**config.mk**
```make
export PLATFORM = sky130hd
export DESIGN_NAME = nest_intc
export DESIGN_NICKNAME = d
export VERILOG_FILES = /design/src/rtl/nest_intc_pkg.sv /design/src/rtl/nest_intc_extin.sv /design/src/rtl/nest_intc_pick.sv /design/src/rtl/nest_intc_track.sv /design/src/rtl/nest_intc.sv
export SDC_FILE = /design/constraint.sdc
export NUM_CORES = 1
export LEC_CHECK = 0
export BUFFER_PORTS_ARGS = -buffer_cell sky130_fd_sc_hd__buf_2
export CAP_MARGIN = 10
export CORE_MARGIN = 1
export CORE_UTILIZATION = 30
export CTS_CLUSTER_SIZE = 40
export DETAILED_ROUTE_END_ITERATION = 10
export GPL_TIMING_DRIVEN = 0
export PLACE_DENSITY_LB_ADDON = 0.2
export SYNTH_ARGS = -nofsm -noshare
export SYNTH_HDL_FRONTEND = slang
export SYNTH_SLANG_ARGS = --single-unit
```
**constraint.sdc**
```tcl
create_clock -name clk -period 1.6 [get_ports clk]
set_input_delay 0.16 -clock clk [delete_from_list [all_inputs] [get_ports clk]]
set_output_delay 0.16 -clock clk [all_outputs]
set_load 0.05 [all_outputs]
```
**src/rtl/nest_intc_pkg.sv**
```systemverilog
package nest_intc_pkg;
   localparam int NSRC = 5;

   typedef enum logic [1:0] {
      RA_EVT = 2'd0,
      RA_SER = 2'd1,
      RA_ENA = 2'd2,
      RA_PRI = 2'd3
   } reg_addr_e;

   localparam int EVT_E0_MODE = 0;
   localparam int EVT_E0_FLAG = 1;
   localparam int EVT_E1_MODE = 2;
   localparam int EVT_E1_FLAG = 3;
   localparam int EVT_T0_FLAG = 5;
   localparam int EVT_T1_FLAG = 7;
   localparam int ENA_GLOBAL  = 7;
endpackage

```
**src/rtl/nest_intc_extin.sv**
```systemverilog
module nest_intc_extin #(
   parameter int SYNC_STAGES = 0
) (
   input  logic clk,
   input  logic rst_n,
   input  logic pin_n,
   input  logic edge_mode,
   input  logic sw_we,
   input  logic sw_flag,
   input  logic ack_clr,
   output logic flag
);
   if (SYNC_STAGES < 0 || SYNC_STAGES > 4) begin : g_bad_sync
      $error("SYNC_STAGES must lie in 0..4");
   end

   logic pin_s;
   logic pin_q;
   logic fell;

   if (SYNC_STAGES == 0) begin : g_direct
      assign pin_s = pin_n;
   end else begin : g_sync
      logic [SYNC_STAGES-1:0] chain;
      always_ff @(posedge clk or negedge rst_n) begin
         if (!rst_n) chain <= '1;
         else        chain <= {chain[SYNC_STAGES-2 >= 0 ? SYNC_STAGES-2 : 0 : 0], pin_n};
      end
      assign pin_s = chain[SYNC_STAGES-1];
   end

   always_ff @(posedge clk or negedge rst_n) begin
      if (!rst_n) pin_q <= 1'b1;
      else        pin_q <= pin_s;
   end

   assign fell = pin_q & ~pin_s;

   always_ff @(posedge clk or negedge rst_n) begin
      if (!rst_n)         flag <= 1'b0;
      else if (!edge_mode) flag <= ~pin_s;
      else if (fell)      flag <= 1'b1;
      else if (ack_clr)   flag <= 1'b0;
      else if (sw_we)     flag <= sw_flag;
   end

   AST_ACK_CLEARS_EDGE: assert property (@(posedge clk) disable iff (!rst_n)
      (edge_mode && ack_clr && !fell && !sw_we) |=> !flag);
endmodule

```
**src/rtl/nest_intc_pick.sv**
```systemverilog
module nest_intc_pick #(
   parameter int N = 5
) (
   input  logic [N-1:0]         req,
   output logic [N-1:0]         grant,
   output logic [$clog2(N)-1:0] idx,
   output logic                 any
);
   localparam int IW = $clog2(N);

   if (N < 2) begin : g_bad_n
      $error("N must be at least 2");
   end

   for (genvar i = 0; i < N; i++) begin : g_grant
      if (i == 0) begin : g_first
         assign grant[i] = req[i];
      end else begin : g_rest
         assign grant[i] = req[i] & ~(|req[i-1:0]);
      end
   end

   assign any = |req;

   always_comb begin
      idx = '0;
      for (int i = N - 1; i >= 0; i--) begin
         if (grant[i]) idx = IW'(i);
      end
   end

   always_comb begin
      AST_GRANT_ONEHOT: assert ($onehot0(grant));
   end
endmodule

```
**src/rtl/nest_intc_track.sv**
```systemverilog
module nest_intc_track (
   input  logic clk,
   input  logic rst_n,
   input  logic take,
   input  logic take_hi,
   input  logic reti,
   output logic isr_lo,
   output logic isr_hi
);
   always_ff @(posedge clk or negedge rst_n) begin
      if (!rst_n) begin
         isr_lo <= 1'b0;
         isr_hi <= 1'b0;
      end else if (take) begin
         if (take_hi) isr_hi <= 1'b1;
         else         isr_lo <= 1'b1;
      end else if (reti) begin
         if (isr_hi) isr_hi <= 1'b0;
         else        isr_lo <= 1'b0;
      end
   end

   AST_RETI_POPS_HI: assert property (@(posedge clk) disable iff (!rst_n)
      (reti && isr_hi && !take) |=> (!isr_hi && $stable(isr_lo)));
   AST_NO_TAKE_IN_HI: assert property (@(posedge clk) disable iff (!rst_n)
      isr_hi |-> !take);
endmodule

```
**src/rtl/nest_intc.sv**
```systemverilog
module nest_intc
   import nest_intc_pkg::*;
#(
   parameter int ADDR_W      = 16,
   parameter int VEC_BASE    = 3,
   parameter int VEC_STEP    = 8,
   parameter int SYNC_STAGES = 0
) (
   input  logic              clk,
   input  logic              rst_n,
   input  logic              reg_we,
   input  logic [1:0]        reg_addr,
   input  logic [7:0]        reg_wdata,
   output logic [7:0]        reg_rdata,
   input  logic              ext0_n,
   input  logic              ext1_n,
   input  logic              tmr0_ovf,
   input  logic              tmr1_ovf,
   input  logic              ser_tx_done,
   input  logic              ser_rx_done,
   output logic              irq_req,
   output logic [ADDR_W-1:0] irq_vec,
   input  logic              irq_ack,
   input  logic              irq_reti
);
   localparam int IW = $clog2(NSRC);

   if (ADDR_W < 8 || ADDR_W > 24) begin : g_bad_w
      $error("ADDR_W must lie in 8..24");
   end
   if (VEC_STEP < 1 || VEC_BASE < 0 ||
       VEC_BASE + (NSRC - 1) * VEC_STEP >= (1 << ADDR_W)) begin : g_bad_vec
      $error("vector table does not fit in ADDR_W bits");
   end

   logic [1:0]      mode_q;
   logic [1:0]      ext_flag;
   logic            t0f_q, t1f_q, txf_q, rxf_q;
   logic [NSRC-1:0] ie_q, ip_q;
   logic            ea_q;
   logic            evt_we, ser_we;
   logic [NSRC-1:0] src_flag, req, hi_req, lo_req;
   logic [NSRC-1:0] hi_grant, lo_grant, sel_grant, clr;
   logic [IW-1:0]   hi_idx, lo_idx, sel_idx;
   logic            hi_any, lo_any, sel_hi, sel_lo, take;
   logic            isr_lo, isr_hi;
   logic            unused_wbits;

   assign evt_we = reg_we && (reg_addr == RA_EVT);
   assign ser_we = reg_we && (reg_addr == RA_SER);

   always_ff @(posedge clk or negedge rst_n) begin
      if (!rst_n) begin
         mode_q <= '0;
         ie_q   <= '0;
         ip_q   <= '0;
         ea_q   <= 1'b0;
      end else if (reg_we) begin
         case (reg_addr)
            RA_EVT: mode_q <= {reg_wdata[EVT_E1_MODE], reg_wdata[EVT_E0_MODE]};
            RA_ENA: begin
               ie_q <= reg_wdata[NSRC-1:0];
               ea_q <= reg_wdata[ENA_GLOBAL];
            end
            RA_PRI: ip_q <= reg_wdata[NSRC-1:0];
            default: ;
         endcase
      end
   end

   always_ff @(posedge clk or negedge rst_n) begin
      if (!rst_n) begin
         t0f_q <= 1'b0;
         t1f_q <= 1'b0;
         txf_q <= 1'b0;
         rxf_q <= 1'b0;
      end else begin
         if (tmr0_ovf)    t0f_q <= 1'b1;
         else if (clr[1]) t0f_q <= 1'b0;
         else if (evt_we) t0f_q <= reg_wdata[EVT_T0_FLAG];

         if (tmr1_ovf)    t1f_q <= 1'b1;
         else if (clr[3]) t1f_q <= 1'b0;
         else if (evt_we) t1f_q <= reg_wdata[EVT_T1_FLAG];

         if (ser_tx_done) txf_q <= 1'b1;
         else if (ser_we) txf_q <= reg_wdata[0];

         if (ser_rx_done) rxf_q <= 1'b1;
         else if (ser_we) rxf_q <= reg_wdata[1];
      end
   end

   logic [1:0] pins_n;
   assign pins_n = {ext1_n, ext0_n};

   for (genvar k = 0; k < 2; k++) begin : g_ext
      nest_intc_extin #(.SYNC_STAGES(SYNC_STAGES)) u_ext (
         .clk      (clk),
         .rst_n    (rst_n),
         .pin_n    (pins_n[k]),
         .edge_mode(mode_q[k]),
         .sw_we    (evt_we),
         .sw_flag  (reg_wdata[2*k+1]),
         .ack_clr  (clr[2*k]),
         .flag     (ext_flag[k])
      );
   end

   assign src_flag = {txf_q | rxf_q, t1f_q, ext_flag[1], t0f_q, ext_flag[0]};
   assign req      = src_flag & ie_q & {NSRC{ea_q}};
   assign hi_req   = req & ip_q;
   assign lo_req   = req & ~ip_q;

   nest_intc_pick #(.N(NSRC)) u_pick_hi (
      .req(hi_req), .grant(hi_grant), .idx(hi_idx), .any(hi_any));
   nest_intc_pick #(.N(NSRC)) u_pick_lo (
      .req(lo_req), .grant(lo_grant), .idx(lo_idx), .any(lo_any));

   assign sel_hi    = hi_any && !isr_hi;
   assign sel_lo    = !hi_any && lo_any && !isr_lo && !isr_hi;
   assign irq_req   = sel_hi || sel_lo;
   assign sel_grant = sel_hi ? hi_grant : (sel_lo ? lo_grant : '0);
   assign sel_idx   = sel_hi ? hi_idx : lo_idx;
   assign irq_vec   = ADDR_W'(VEC_BASE + int'(sel_idx) * VEC_STEP);
   assign take      = irq_ack && irq_req;
   assign clr       = take ? sel_grant : '0;

   nest_intc_track u_track (
      .clk    (clk),
      .rst_n  (rst_n),
      .take   (take),
      .take_hi(sel_hi),
      .reti   (irq_reti),
      .isr_lo (isr_lo),
      .isr_hi (isr_hi)
   );

   always_comb begin
      case (reg_addr)
         RA_EVT:  reg_rdata = {t1f_q, 1'b0, t0f_q, 1'b0,
                               ext_flag[1], mode_q[1], ext_flag[0], mode_q[0]};
         RA_SER:  reg_rdata = {6'b0, rxf_q, txf_q};
         RA_ENA:  reg_rdata = {ea_q, 2'b0, ie_q};
         default: reg_rdata = {3'b0, ip_q};
      endcase
   end

   assign unused_wbits = ^{reg_wdata[6:5]};

   AST_GATED_BY_EA: assert property (@(posedge clk) disable iff (!rst_n)
      irq_req |-> ea_q);
   AST_NO_REQ_IN_HI: assert property (@(posedge clk) disable iff (!rst_n)
      isr_hi |-> !irq_req);
endmodule

```
# Word level (Yosys, flattened, before mapping)
# Cells that the tools add are included.
# W data, S select, Z words.
[classes]
reduce_logical = 30
bitwise = 26
eq_ne = 8
add_sub_neg = 1
n_mux = 40
[op_table]
columns = ["operator", "n"]
rows = [
  ["$mux W3", 11],
  ["$mux W1", 25],
  ["$pmux W8 S3", 1],
  ["$and A5 B5 Y5", 4],
  ["$mux W4", 3],
  ["$and A1 B1 Y1", 10],
  ["$not A1 Y1", 10],
  ["$reduce_or A5 Y1", 2],
  ["$ne A4 B1 Y1 const B", 2],
  ["$reduce_and A2 Y1", 4],
  ["$reduce_or A4 Y1", 2],
  ["$add A2 B6 Y7 const A", 1],
  ["$logic_and A1 B1 Y1", 7],
  ["$ne A2 B2 Y1 const B", 3],
  ["$reduce_bool A2 Y1", 3],
  ["$reduce_bool A3 Y1", 2],
  ["$reduce_or A3 Y1", 2],
  ["$not A5 Y5", 1],
  ["$eq A2 B2 Y1 const B", 2],
  ["$reduce_or A2 Y1", 2],
  ["$logic_not A1 Y1", 3],
  ["$reduce_and A3 Y1", 1],
  ["$eq A2 B1 Y1 const B", 1],
  ["$logic_not A2 Y1", 1],
  ["other kinds (2)", 2],
]
[word_totals]
output_inout_bits = 25
in_bits = 21
regBits = 23

# Depth between registers and ports, before layout
[logic_depth]
word_depth = 15
mapped_depth = 6
ltp_nobuf = 5

# Hierarchy
# Synthesis repeated with hierarchy kept, for this count alone.
[hier_totals]
cells_unflattened = 169
hier_area_um2 = 1572.8
[by_module_without_submodules]
columns = ["mod", "cells_each", "area_each_um2", "instances", "seq_area_each_um2"]
rows = [
  ["nest_intc", 123, 1161.1, 1, 425.4],
  ["nest_intc_extin", 6, 87.6, 2, 51.3],
  ["nest_intc_pick", 13, 75.1, 2, 0.0],
  ["nest_intc_track", 8, 86.3, 1, 50.0],
]

# Worst setup path after synthesis
# No wires, ideal clock.
[synth_timing]
kind = "register to output"
from = "register t1f_q"
to = "output port irq_vec[5]"
required_time_ns = 1.440
path_stages_with_launch = 6
arrival_time_ns = 2.219
setup_slack_ns = -0.779
path_cell_list = "dfrtp_1 > and4_4 > and4bb_4 > a21oi_4 > or4_1 > a21oi_1"
[synth_between]
elab_chain_len = 13
[synth_rtl]
columns = ["item", "line_no", "source"]
rows = [
  ["from (decl)", "nest_intc.sv:38", "logic t0f_q, t1f_q, txf_q, rxf_q;"],
  ["from (signal assigned)", "nest_intc.sv:84", "else if (evt_we) t1f_q <= reg_wdata[EVT_T1_FLAG];"],
  ["$and A5 B5 Y5 (*) (2 in a row)", "nest_intc.sv:111", "assign req = src_flag & ie_q & {NSRC{ea_q}};"],
  ["$and A5 B5 Y5, on equally long branches", "nest_intc.sv:113, nest_intc.sv:112", ""],
  ["$reduce_or A4 Y1", "nest_intc_pick.sv:19", "assign grant[i] = req[i] & ~(|req[i-1:0]);"],
  ["$not A1 Y1", "nest_intc_pick.sv:19", ""],
  ["$and A1 B1 Y1", "nest_intc_pick.sv:19", ""],
  ["$mux W3 (5 in a row)", "nest_intc_pick.sv:28", "if (grant[i]) idx = IW'(i);"],
  ["$mux W3 (*)", "nest_intc.sv:124", "assign sel_idx = sel_hi ? hi_idx : lo_idx;"],
  ["$add A2 B6 Y7 (*)", "nest_intc.sv:125", "assign irq_vec = ADDR_W'(VEC_BASE + int'(sel_idx) * VEC_STEP);"],
  ["to (decl)", "nest_intc.sv:22", "output logic [ADDR_W-1:0] irq_vec,"],
]
# Every way passes the cells marked *; elsewhere a longest branch is shown, timed or not.

# Final worst setup path
[layout_timing]
from = "register ie_q[2]"
to = "output port irq_vec[5]"
[layout_between]
elab_chain_len = 13
[layout_rtl]
columns = ["item", "line_no", "source"]
rows = [
  ["from (decl)", "nest_intc.sv:39", "logic [NSRC-1:0] ie_q, ip_q;"],
  ["from (signal assigned)", "nest_intc.sv:62", "ie_q <= reg_wdata[NSRC-1:0];"],
  ["$and A5 B5 Y5 (*) (2 in a row)", "nest_intc.sv:111", ""],
  ["$and A5 B5 Y5, on equally long branches", "nest_intc.sv:113, nest_intc.sv:112", ""],
  ["$reduce_or A4 Y1", "nest_intc_pick.sv:19", ""],
  ["$not A1 Y1", "nest_intc_pick.sv:19", ""],
  ["$and A1 B1 Y1", "nest_intc_pick.sv:19", ""],
  ["$mux W3 (5 in a row)", "nest_intc_pick.sv:28", ""],
  ["$mux W3 (*)", "nest_intc.sv:124", ""],
  ["$add A2 B6 Y7 (*)", "nest_intc.sv:125", ""],
]
# Marked as above.

==> results.ini <==
[die]
die_w_um = 74.1
die_area_um2 = 5490
core_area_um2 = 4850
ios = 46
start_util = 0.322
rows = 25
fp.dieH_um = 74.1

[yosys]
ys_ff_latch = 23
async_reset_ff_frac = 1.00
yosysWarningCount = 0
ys.flop_type = dfrtp_1
netlist_top_cells_area = dfrtp_1, mux2_2, buf_4
synth_cell_types = 48
synth-compound-area-share = 0.170
synthAdderAreaFrac = 0
synth_top_area_cell = dfrtp_1
syn-cell-area_um2 = 1560
synth_edf_count = 0
syn-instance-count = 151
synthMuxAreaShare = 0.169
seq_area_frac_synth = 0.370
synth_top_area_share = 0.337
synth_top_family_by_area = simple AND/OR/NAND/NOR gates
yosys.area_share.simple = 0.188
synth-xor-area-share = 0
postSynthAreaPerCell_um2 = 10.3

[routing]
postRouteAntennaNets = 0
wl_mm = 4.22
routed_via_density = 4.78
dr.pass1.iters = 4
wl_per_cell_um = 14.4
num_vias = 1401
route.detailed.drc = 0
drt-initial-drc-count = 83

[worst_hold_path]
worstHoldPathCells = 1
hp-start = ext0_n
holdPathEnd = g_ext[0].u_ext.pin_q$_DFF_PN1_
worstHoldPathType = primary input to flop

[timing]
clock-skew-final_ns = 0.00441
worstMarginPinSlew_ns = 0.555
fin_crit_sh = 1.39
finalHoldViolCount = 0
rsz0062_at_grt = true
holdWs_ns = 0.0181
setup-tns-final_ns = -3.34
setup_slack_ns = -0.623
setup_viol = 11
fmax_mhz = 450
slew_violations = 0
max-slew-margin-rel = 0.625
period_needed_ns = 2.22

[clocking]
cts_tree = built
cts_inserted_buffers = 3
clock_latency_ns = 0.26
path_clk_slew_ns = 0.09
cts_htree_levels = 1
clk_path_buf_depth = 2
cts.sinks = 23
cts_root_buffer = clkbuf_8

[placed_design]
port_buffers = 30
gp_congestion = 0.759
dp_slack_ns = -0.525
placed_area_um2 = 1880
place_inst = 260
dp.final_hpwl_mm = 2.89

[power]
pwr_density_cell_nw_per_um2 = 1200
leakagePower_nw = 1.04
peakVddDrop_v = 0.000570
design_power_total_mw = 2.78

[job]
drv_cap = 0

[critical_path]
rrSetupSlack_ns = -0.29
reg2reg_from = ea_q$_DFFE_PN0P_
reg2reg_to = u_track.isr_lo$_DFFE_PN0P_
crit_required_ns = 1.44
end_kind = output port
arrival_ns = 2.06
start_kind = flop
crit_path_max_fanout = 2
worst-setup-path-type = flop to output port
reg2reg_depth = 9

[finish]
layout_common_cells = buf_4, buf_2, dfrtp_1, mux2_2, conb_1
utilization = 0.480
final_cell_count_no_fill = 293
diodes = 0
syn_to_final_growth_pct = 49.1
nets = 248
drive_above_1_share = 0.540
final_common_cell = buf_4
final_cell_area_um2 = 2330

[grt]
antenna_found_initial = 0
grt_pass1_vias = 1358
grt.total_usage = 0.166
grt_max_degree = 24
grt_pass1_wl_mm = 6.86
gr-total-overflow = 0

[outcome]
status = finished, violations left
violations = negative setup slack

flip-flops by register name, summed over array words and instances, names as in the netlist:
register           flops
u_track.isr_hi         1
t1f_q                  1
t0f_q                  1
txf_q                  1
ea_q                   1
ie_q                   5
g_ext.u_ext.flag       2
rxf_q                  1
g_ext.u_ext.pin_q      2
mode_q                 2
u_track.isr_lo         1
ip_q                   5
routing by layer:
| metal | vias to the layer above | share of wire | track usage |
|---|---|---|---|
| met5 | - | 0 | 0 |
| met3 | 2 | 0.032 | 0.0217 |
| met4 | 0 | 0.0057 | 0.0385 |
| met2 | 30 | 0.46 | 0.258 |
| met1 | 681 | 0.51 | 0.245 |
| li1 | 688 | - | - |
worst max-delay path, stage by stage, from the launching register on:
cell      delay, ns
dfrtp_1        0.42
and4_4         0.20
and4bb_4       0.36
a21oi_4        0.07
or4_4          0.44
a21oi_4        0.14
buf_6          0.17
synthesized netlist by cell type (all sizes together), types with 2 or more instances:
cell type	count
dfrtp	21
mux2i	5
nor2	8
buf	14
o21ai	5
nand4b	3
inv	5
nand4	4
clkbuf	4
nor3	2
conb	2
and2	2
and4	2
mux4	2
a31oi	3
o32ai	2
dfstp	2
nand2b	4
nand3	6
o211ai	2
nand3b	3
nand2	6
a21oi	9
mux2	15
a22o	2
worst max-delay path by stage:
stage,startpoint,to,cells after the start,slack (ns)
final,ie_q[2]$_DFFE_PN0P_,irq_vec[5],6,-0.62
after global routing,ea_q$_DFFE_PN0P_,irq_vec[5],6,-0.67
after CTS,ea_q$_DFFE_PN0P_,irq_vec[5],6,-0.60
after detailed placement,ea_q$_DFFE_PN0P_,irq_vec[5],6,-0.52
after global placement,ea_q$_DFFE_PN0P_,irq_vec[5],7,-0.51
after floorplan,t1f_q$_DFFE_PN0P_,irq_vec[5],5,-0.37
cell families after synthesis:
group | after synthesis
compound gates | 34
buf+inv | 24
flops | 23
mux | 22
other cells | 2
simple gates | 46
area by class of cell:
cell class | count | area [um2]
clock buffer | 3 | 41.3
buffer | 18 | 136
timing repair buffer | 60 | 459
fill | 468 | 2520
tap | 67 | 83.8
multi-input combinational | 116 | 1000
clock inverter | 1 | 5.00
inverter | 5 | 18.8
sequential | 23 | 581
timing repair:
action,CTS,global route
endpoints found under the setup margin,12,16
hold endpoints to repair,22,0
cloned,0,0
setup buffers,23,6
hold buffers,2,0
pin swaps,10,2
resized for setup,36,10
power by group:
part / leakage [nW] / switching [mW] / total (mW) / internal, mW
combinational: 0.755 / 0.883 / 1.61 / 0.726
clock: 0.0255 / 0.197 / 0.370 / 0.174
sequential: 0.260 / 0.116 / 0.802 / 0.686
total: 1.04 / 1.20 / 2.78 / 1.59
Power figures use the tool's default switching activity.
